===== src/rtl/io_port_pkg.sv =====
// Package: shared constants and types for the nibble I/O port.
// Assumes four channels addressed by a 2-bit select.
package io_port_pkg;
    localparam int NCH   = 4;
    localparam int SEL_W = $clog2(NCH);

    // Channel roles, encoded by their index on chan_sel.
    typedef enum logic [SEL_W-1:0] {
        CH_IN0  = 2'd0,
        CH_OUT1 = 2'd1,
        CH_BI2  = 2'd2,
        CH_BI3  = 2'd3
    } chan_e;

    // Index of a channel's slice in the pattern bus; channels below 2 have none.
    function automatic int pat_slot(input int ch);
        return (ch >= 2) ? ch - 2 : 0;
    endfunction
endpackage


===== src/rtl/io_data_reg.sv =====
// Module: one channel data I/O register.
// Loads from the CPU bus or from a pattern slice, and the pattern wins.
// Resets to all ones so that open-drain pins are left free.
// Assumes the caller ties pat_ld low for channels without a pattern slice.
module io_data_reg #(
    parameter int DW = 4
) (
    input  logic          clk,
    input  logic          rst_n,
    input  logic          bus_ld,
    input  logic [DW-1:0] bus_d,
    input  logic          pat_ld,
    input  logic [DW-1:0] pat_d,
    output logic [DW-1:0] q
);
    logic [DW-1:0] q_r;

    // Register update: reset to ones, pattern before bus, otherwise hold.
    always_ff @(posedge clk) begin
        if (!rst_n)      q_r <= '1;
        else if (pat_ld) q_r <= pat_d;
        else if (bus_ld) q_r <= bus_d;
    end

    assign q = q_r;
endmodule


===== src/rtl/io_pin_drive.sv =====
// Module: output selection for the channel that display data can take over.
// Assumes mode 1 selects the register and mode 0 selects the display nibble.
module io_pin_drive #(
    parameter int DW = 4
) (
    input  logic          io_mode,
    input  logic [DW-1:0] reg_q,
    input  logic [DW-1:0] disp_d,
    output logic [DW-1:0] pin_q
);
    // Pin mux: the register is driven only in data I/O mode.
    always_comb begin
        pin_q = io_mode ? reg_q : disp_d;
    end
endmodule


===== src/rtl/io_rd_sampler.sv =====
// Module: input-instruction sampler.
// rd_en marks the first cycle of the instruction, and the select is captured
// at that edge. The channel is sampled at the edge that ends the second cycle.
// The result is then held until the next sample.
// Assumes the source values are settled by the end of the second cycle.
module io_rd_sampler #(
    parameter int DW = 4
) (
    input  logic                           clk,
    input  logic                           rst_n,
    input  logic                           rd_en,
    input  logic [io_port_pkg::SEL_W-1:0]  sel,
    input  logic                           io_mode,
    input  logic [DW-1:0]                  disp_d,
    input  logic [DW-1:0]                  pin0,
    input  logic [DW-1:0]                  reg1,
    input  logic [DW-1:0]                  reg2,
    input  logic [DW-1:0]                  pin2,
    output logic [DW-1:0]                  data_q,
    output logic                           valid_q
);
    import io_port_pkg::*;

    logic          pend_r;
    chan_e         sel_r;
    logic [DW-1:0] src;
    logic [DW-1:0] data_r;
    logic          valid_r;

    // First cycle: remember that a read is due and which channel it targets.
    always_ff @(posedge clk) begin
        if (!rst_n) begin
            pend_r <= 1'b0;
            sel_r  <= CH_IN0;
        end else begin
            pend_r <= rd_en;
            if (rd_en) sel_r <= chan_e'(sel);
        end
    end

    // Source select: the value each channel presents to an input instruction.
    always_comb begin
        unique case (sel_r)
            CH_IN0:  src = pin0;
            CH_OUT1: src = io_mode ? reg1 : disp_d;
            CH_BI2:  src = reg2 & pin2;
            default: src = '1;
        endcase
    end

    // Second cycle: one sampling pulse captures the source and holds it.
    always_ff @(posedge clk) begin
        if (!rst_n) begin
            data_r  <= '1;
            valid_r <= 1'b0;
        end else begin
            valid_r <= pend_r;
            if (pend_r) data_r <= src;
        end
    end

    assign data_q  = data_r;
    assign valid_q = valid_r;
endmodule


===== src/rtl/io_port_bank.sv =====
// Module: top of the four-channel nibble I/O port.
// Channel 0 is input only, channel 1 is output with display takeover, and
// channels 2 and 3 are bidirectional, read through a wired AND.
// Assumes single-cycle strobes from the instruction decoder.
module io_port_bank #(
    parameter int DW = 4
) (
    input  logic                          clk,
    input  logic                          rst_n,
    input  logic [io_port_pkg::SEL_W-1:0] chan_sel,
    input  logic                          wr_en,
    input  logic [DW-1:0]                 wr_data,
    input  logic                          pat_ld,
    input  logic [2*DW-1:0]               pat_data,
    input  logic                          io_mode,
    input  logic [DW-1:0]                 disp_data,
    input  logic                          rd_en,
    input  logic [DW-1:0]                 pin0_in,
    input  logic [DW-1:0]                 pin2_in,
    output logic [DW-1:0]                 pin1_out,
    output logic [DW-1:0]                 pin2_out,
    output logic [DW-1:0]                 pin3_out,
    output logic [DW-1:0]                 rd_data,
    output logic                          rd_valid
);
    import io_port_pkg::*;

    logic [DW-1:0] reg_q [1:NCH-1];

    // One register per writable channel; only channels 2 and up take patterns.
    for (genvar ch = 1; ch < NCH; ch++) begin : g_chan
        localparam int PS = pat_slot(ch);
        logic ld_bus;
        logic ld_pat;

        // Decode: the bus load for this channel and its pattern enable.
        always_comb begin
            ld_bus = wr_en && (chan_sel == SEL_W'(ch));
            ld_pat = (ch >= 2) ? pat_ld : 1'b0;
        end

        io_data_reg #(.DW(DW)) u_reg (
            .clk    (clk),
            .rst_n  (rst_n),
            .bus_ld (ld_bus),
            .bus_d  (wr_data),
            .pat_ld (ld_pat),
            .pat_d  (pat_data[PS*DW +: DW]),
            .q      (reg_q[ch])
        );
    end

    io_pin_drive #(.DW(DW)) u_drive1 (
        .io_mode (io_mode),
        .reg_q   (reg_q[1]),
        .disp_d  (disp_data),
        .pin_q   (pin1_out)
    );

    // Bidirectional drives: the register always reaches its pins.
    assign pin2_out = reg_q[2];
    assign pin3_out = reg_q[3];

    io_rd_sampler #(.DW(DW)) u_rd (
        .clk     (clk),
        .rst_n   (rst_n),
        .rd_en   (rd_en),
        .sel     (chan_sel),
        .io_mode (io_mode),
        .disp_d  (disp_data),
        .pin0    (pin0_in),
        .reg1    (reg_q[1]),
        .reg2    (reg_q[2]),
        .pin2    (pin2_in),
        .data_q  (rd_data),
        .valid_q (rd_valid)
    );
endmodule


===== config.mk =====
export PLATFORM = sky130hd
export DESIGN_NAME = io_port_bank
export DESIGN_NICKNAME = d
export VERILOG_FILES = /design/src/rtl/io_port_pkg.sv /design/src/rtl/io_data_reg.sv /design/src/rtl/io_pin_drive.sv /design/src/rtl/io_rd_sampler.sv /design/src/rtl/io_port_bank.sv
export SDC_FILE = /design/constraint.sdc
export NUM_CORES = 1
export LEC_CHECK = 0
export BUFFER_PORTS_ARGS = -buffer_cell sky130_fd_sc_hd__buf_2
export CAP_MARGIN = 40
export CORE_MARGIN = 3
export CORE_UTILIZATION = 48
export DETAILED_ROUTE_END_ITERATION = 16
export HOLD_SLACK_MARGIN = 0.06
export PLACE_DENSITY = 0.83
export SYNTH_ARGS = -nofsm -noshare
export SYNTH_HDL_FRONTEND = slang
export SYNTH_SLANG_ARGS = --single-unit

===== constraint.sdc =====
create_clock -name clk -period 2.96 [get_ports clk]
set_clock_uncertainty 0.15 [all_clocks]
set_input_delay 0.592 -clock clk [delete_from_list [all_inputs] [get_ports clk]]
set_output_delay 0.592 -clock clk [all_outputs]
set_load 0.02 [all_outputs]

; Yosys cells after proc, flatten, opt, wreduce, memory -nomap -nowiden
; Index checks and enable logic that the tools add are counted.
[word_totals]
ff_bits = 20
inputBits = 32
output_inout_bits = 17
word_cells = 25
[classes]
n_eq_ne = 5
muxes = 6
n_bitwise = 1
n_reduce_logical = 6
[op_table]
columns = op, count
row1 = $mux 4, 5
row2 = $pmux 4 s3, 1
row3 = $eq 2x2->1 const B, 3
row4 = $and 4x4->4, 1
row5 = $eq 2x1->1 const B, 2
row6 = $reduce_bool 2->1, 2
row7 = $logic_and 1x1->1, 3
row8 = $logic_not 2->1, 1

; Logic depth before layout (Yosys ltp)
[logic_depth]
word_depth = 4
mapped_depth = 4
depth_no_buf = 3

; Cells and area by module
; From an unflattened synthesis, not the netlist that was laid out.
[unflattened]
hier_cells = 104
area_unflattened_um2 = 1026.0
[modules_own_cells]
columns = mod, instances, cells_each, area_per_inst_um2, seq_area_each_um2
row1 = io_data_reg, 3, 18, 185.2, 80.1
row2 = io_rd_sampler, 1, 42, 396.6, 160.2
row3 = io_pin_drive, 1, 4, 45.0, 0.0
row4 = io_port_bank, 1, 4, 28.8, 0.0

; Worst setup path before layout
; OpenSTA, ideal clock, no wires.
[synth_path]
path_kind = input port to output port
start = input port io_mode
end = output port pin1_out[0]
t_arrival_ns = 0.963
required_time_ns = 2.218
slack_ns = 1.255
cell_stages = 1
path_buffers = 0
cell_sequence = mux2_2
[synth_between]
elab_chain_len = 1
[synth_lines]
columns = element, line
row1 = from (decl), io_port_bank.sv:15  ; input logic io_mode,
row2 = $mux 4, io_pin_drive.sv:13  ; pin_q = io_mode ? reg_q : disp_d;
row3 = to (decl), io_port_bank.sv:20  ; output logic [DW-1:0] pin1_out,
; Every way passes these cells.

; Worst setup path after layout
[layout_path]
start = input port io_mode
end = output port pin1_out[1]
; The elaborated chain is that of the path after synthesis.

==> metrics.yaml <==
dpl_cell_area_mm2: 0.001210
r2r-start: "u_rd.sel_r[0]"
num_vias: 955
syn_area_um2: 982.2
critPathKind: "in2out"
avgSynthCellArea_um2: 9.266
dpl.cell_count: 172
synth_nets: 138
drtPass1Iterations: 4
max_freq_mhz: 505.6
final_cell_count_no_fill: 176
worst-r2r-cell-count: 3
synth.distinct_cells: 24
grt_max_degree: 23
cts-root-buf: "clkbuf_4"
min_path_type: "reg2reg"
cts_resized: 0
grt_pass1_wl_um: 4008
crit-reg2reg-capture: "u_rd.data_q[0]"
floorplan.initialDensity_pct: 53.95
ys_ff_latch: 20
port_buffers: 48
end_kind: "primary output"
fin_area_mm2: 0.001262
cts_made_buffers: 3
finalSetupTns_ns: 0
path_max_fanout: 4
hold_depth: 2
dr.first_iter.drc_count: 30
status: "completed"
critical_path_required_ns: 2.22
slew_headroom_pct: 73.14
cp-start-kind: "input port"
ctsHoldBuffers: 0
cp.arrival_ns: 1.24
cts_setup_buffers: 0
p_leak_nw: 0.5807
io_pins: 49
yosysTopAreaCell: "dfxtp_1"
rsz0062_at_grt: "no"
finalHoldViolations: 0
r2r_slack_ns: 1.64
clock_sinks: 20
grt.total_usage_pct: 20.09
hpwl_um: 1865
cts_tree: "built"
hp-start: "u_rd.data_q[1]"
cts.clk_slew.worst_paths_ns: 0.12
fin_ws_ns: 0.9822
maxSlewViolCount: 0
h-tree-depth: 1
placementRows: 15
wire_per_inst_um: 13.66
dieArea_mm2: 0.002625
internal_power_mw: 0.4773
antenna_found_initial: 0
grt_pass1_vias: 901
crit_start: "io_mode"
drt-total-wl_um: 2404
syn_inst: 106
min_period_ns: 1.978
core-area_mm2: 0.001821
synth_top_cell_area_share_pct: 40.76
yosys_warnings: 0
place_congestion: 0.8154
ys_seq_area_share_pct: 40.76
cts_buffer_depth: 2
max_cap_viol_count: 0
synth_area_leaders: "dfxtp_1, mux2i_1, nor2b_1, mux2_2, and2_1"
nets: 184
setup-violations-final: 0
p_per_area_mw_per_mm2: 506.7
drc: 0
power_frac_comb_pct: 18.7
ir_drop_v: 0.0002797
ant_nets: 0
layout-drive-gt1-share_pct: 37.75
pwr-share-clk_pct: 34.5
worstMarginPinSlew_ns: 0.4023
viasPerCell: 5.426
fillers: 149
p_sw_share_pct: 25.37
grt_overflow: 0
insertion_delay_ns: 0.30
p_switching_mw: 0.1623
die_y_um: 51.24
detailedPlace.worstSlack_ns: 0.9911
utilization_pct: 69.35
fp.dieW_um: 51.24
min_to: "u_rd.data_q[1]"
min_period_over_period_pct: 66.82
diodes: 0
seqPwrFrac_pct: 46.8
area_growth_syn_to_layout_pct: 28.53
per-stage QoR:
step	power (mW)	hold slack (ns)
floorplan	0.3782	0.2888
finish	0.6396	0.3503
global placement	0.4207	0.3207
global route	0.6673	0.3816
CTS	0.6444	0.3526
detailed placement	0.4248	0.3217
flip-flops by register name, indices dropped and copies added, names as in the netlist:
register / flops
g_chan.u_reg.q: 12
u_rd.data_q: 4
u_rd.pend_r: 1
u_rd.sel_r: 2
u_rd.valid_q: 1
cells in the final DEF, fill, tap and decap left out, types with 3 or more instances in the layout:
| cell | n |
|---|---|
| nand3_1 | 4 |
| clkbuf_4 | 3 |
| o21a_1 | 4 |
| and2_1 | 6 |
| o2111ai_1 | 4 |
| nor3_1 | 4 |
| mux2_2 | 4 |
| o21ai_1 | 7 |
| nand2_1 | 4 |
| o221ai_1 | 4 |
| nor2_1 | 4 |
| inv_1 | 4 |
| nor2b_1 | 10 |
| a211oi_1 | 4 |
| mux2i_1 | 10 |
| dfxtp_1 | 20 |
| buf_2 | 48 |
worst max-delay path, stage by stage:
cell    delay, ns
buf_2        0.13
mux2_2       0.35
buf_2        0.16
layout make-up:
class	instances	area, um^2	area share, %
Clock buffer	3	22.52	1.784
Inverter	4	15.01	1.189
Tap cell	25	31.28	2.478
Clock inverter	1	30.03	2.379
Timing Repair Buffer	48	240.2	19.03
Sequential cell	20	400.4	31.71
Multi-Input combinational cell	75	523.0	41.43
metal layers:
metal | routed length [um] | global-route usage (%)
met1 | 1083 | 25.81
met2 | 1124 | 33.26
met3 | 186 | 3.499
met4 | 10 | 7.860
met5 | 0 | 0
cells in the mapped netlist:
cell type / instances
mux2i_1: 10
a31oi_1: 1
clkbuf_1: 3
inv_1: 4
o21ai_0: 1
and3b_1: 1
and2_1: 6
a31o_2: 1
buf_2: 2
buf_6: 2
o2111ai_1: 4
nand3b_1: 1
mux2_2: 4
nor2b_1: 10
o21ai_1: 7
nand3_1: 4
o221ai_1: 4
nand2b_1: 1
nand2_1: 4
nor3_1: 4
a211oi_1: 4
o21a_1: 4
dfxtp_1: 20
nor2_1: 4
cells by family (layout without fill, tap and decap cells):
kind of cell | after synthesis | count (layout) | share of synthesized area [%]
AOI/OAI and AO/OA | 26 | 26 | 18.85
buffers and inverters | 11 | 56 | 5.987
DFF | 20 | 20 | 40.76
muxes | 14 | 14 | 14.78
and+or+nand+nor | 35 | 35 | 19.62
worst max path at each step:
stage                             end  slack (ns)  cells after the start
after floorplan           pin1_out[0]        1.26                      1
after global placement    pin1_out[1]        1.01                      3
after detailed placement  pin1_out[3]        0.99                      3
after CTS                 pin1_out[3]        0.99                      3
after global routing      pin1_out[3]        0.96                      3
final                     pin1_out[1]        0.98                      3
power groups by stage:
stage / logic, mW / registers (mW) / clock network [mW]
2_1_floorplan: 0.0631 / 0.315 / 0
3_3_place_gp: 0.116 / 0.304 / 0
3_5_place_dp: 0.119 / 0.306 / 0
4_1_cts: 0.120 / 0.299 / 0.225
5_1_grt: 0.131 / 0.302 / 0.234
6_report: 0.119 / 0.300 / 0.221
Note: power is estimated with default switching activity, not from simulation.
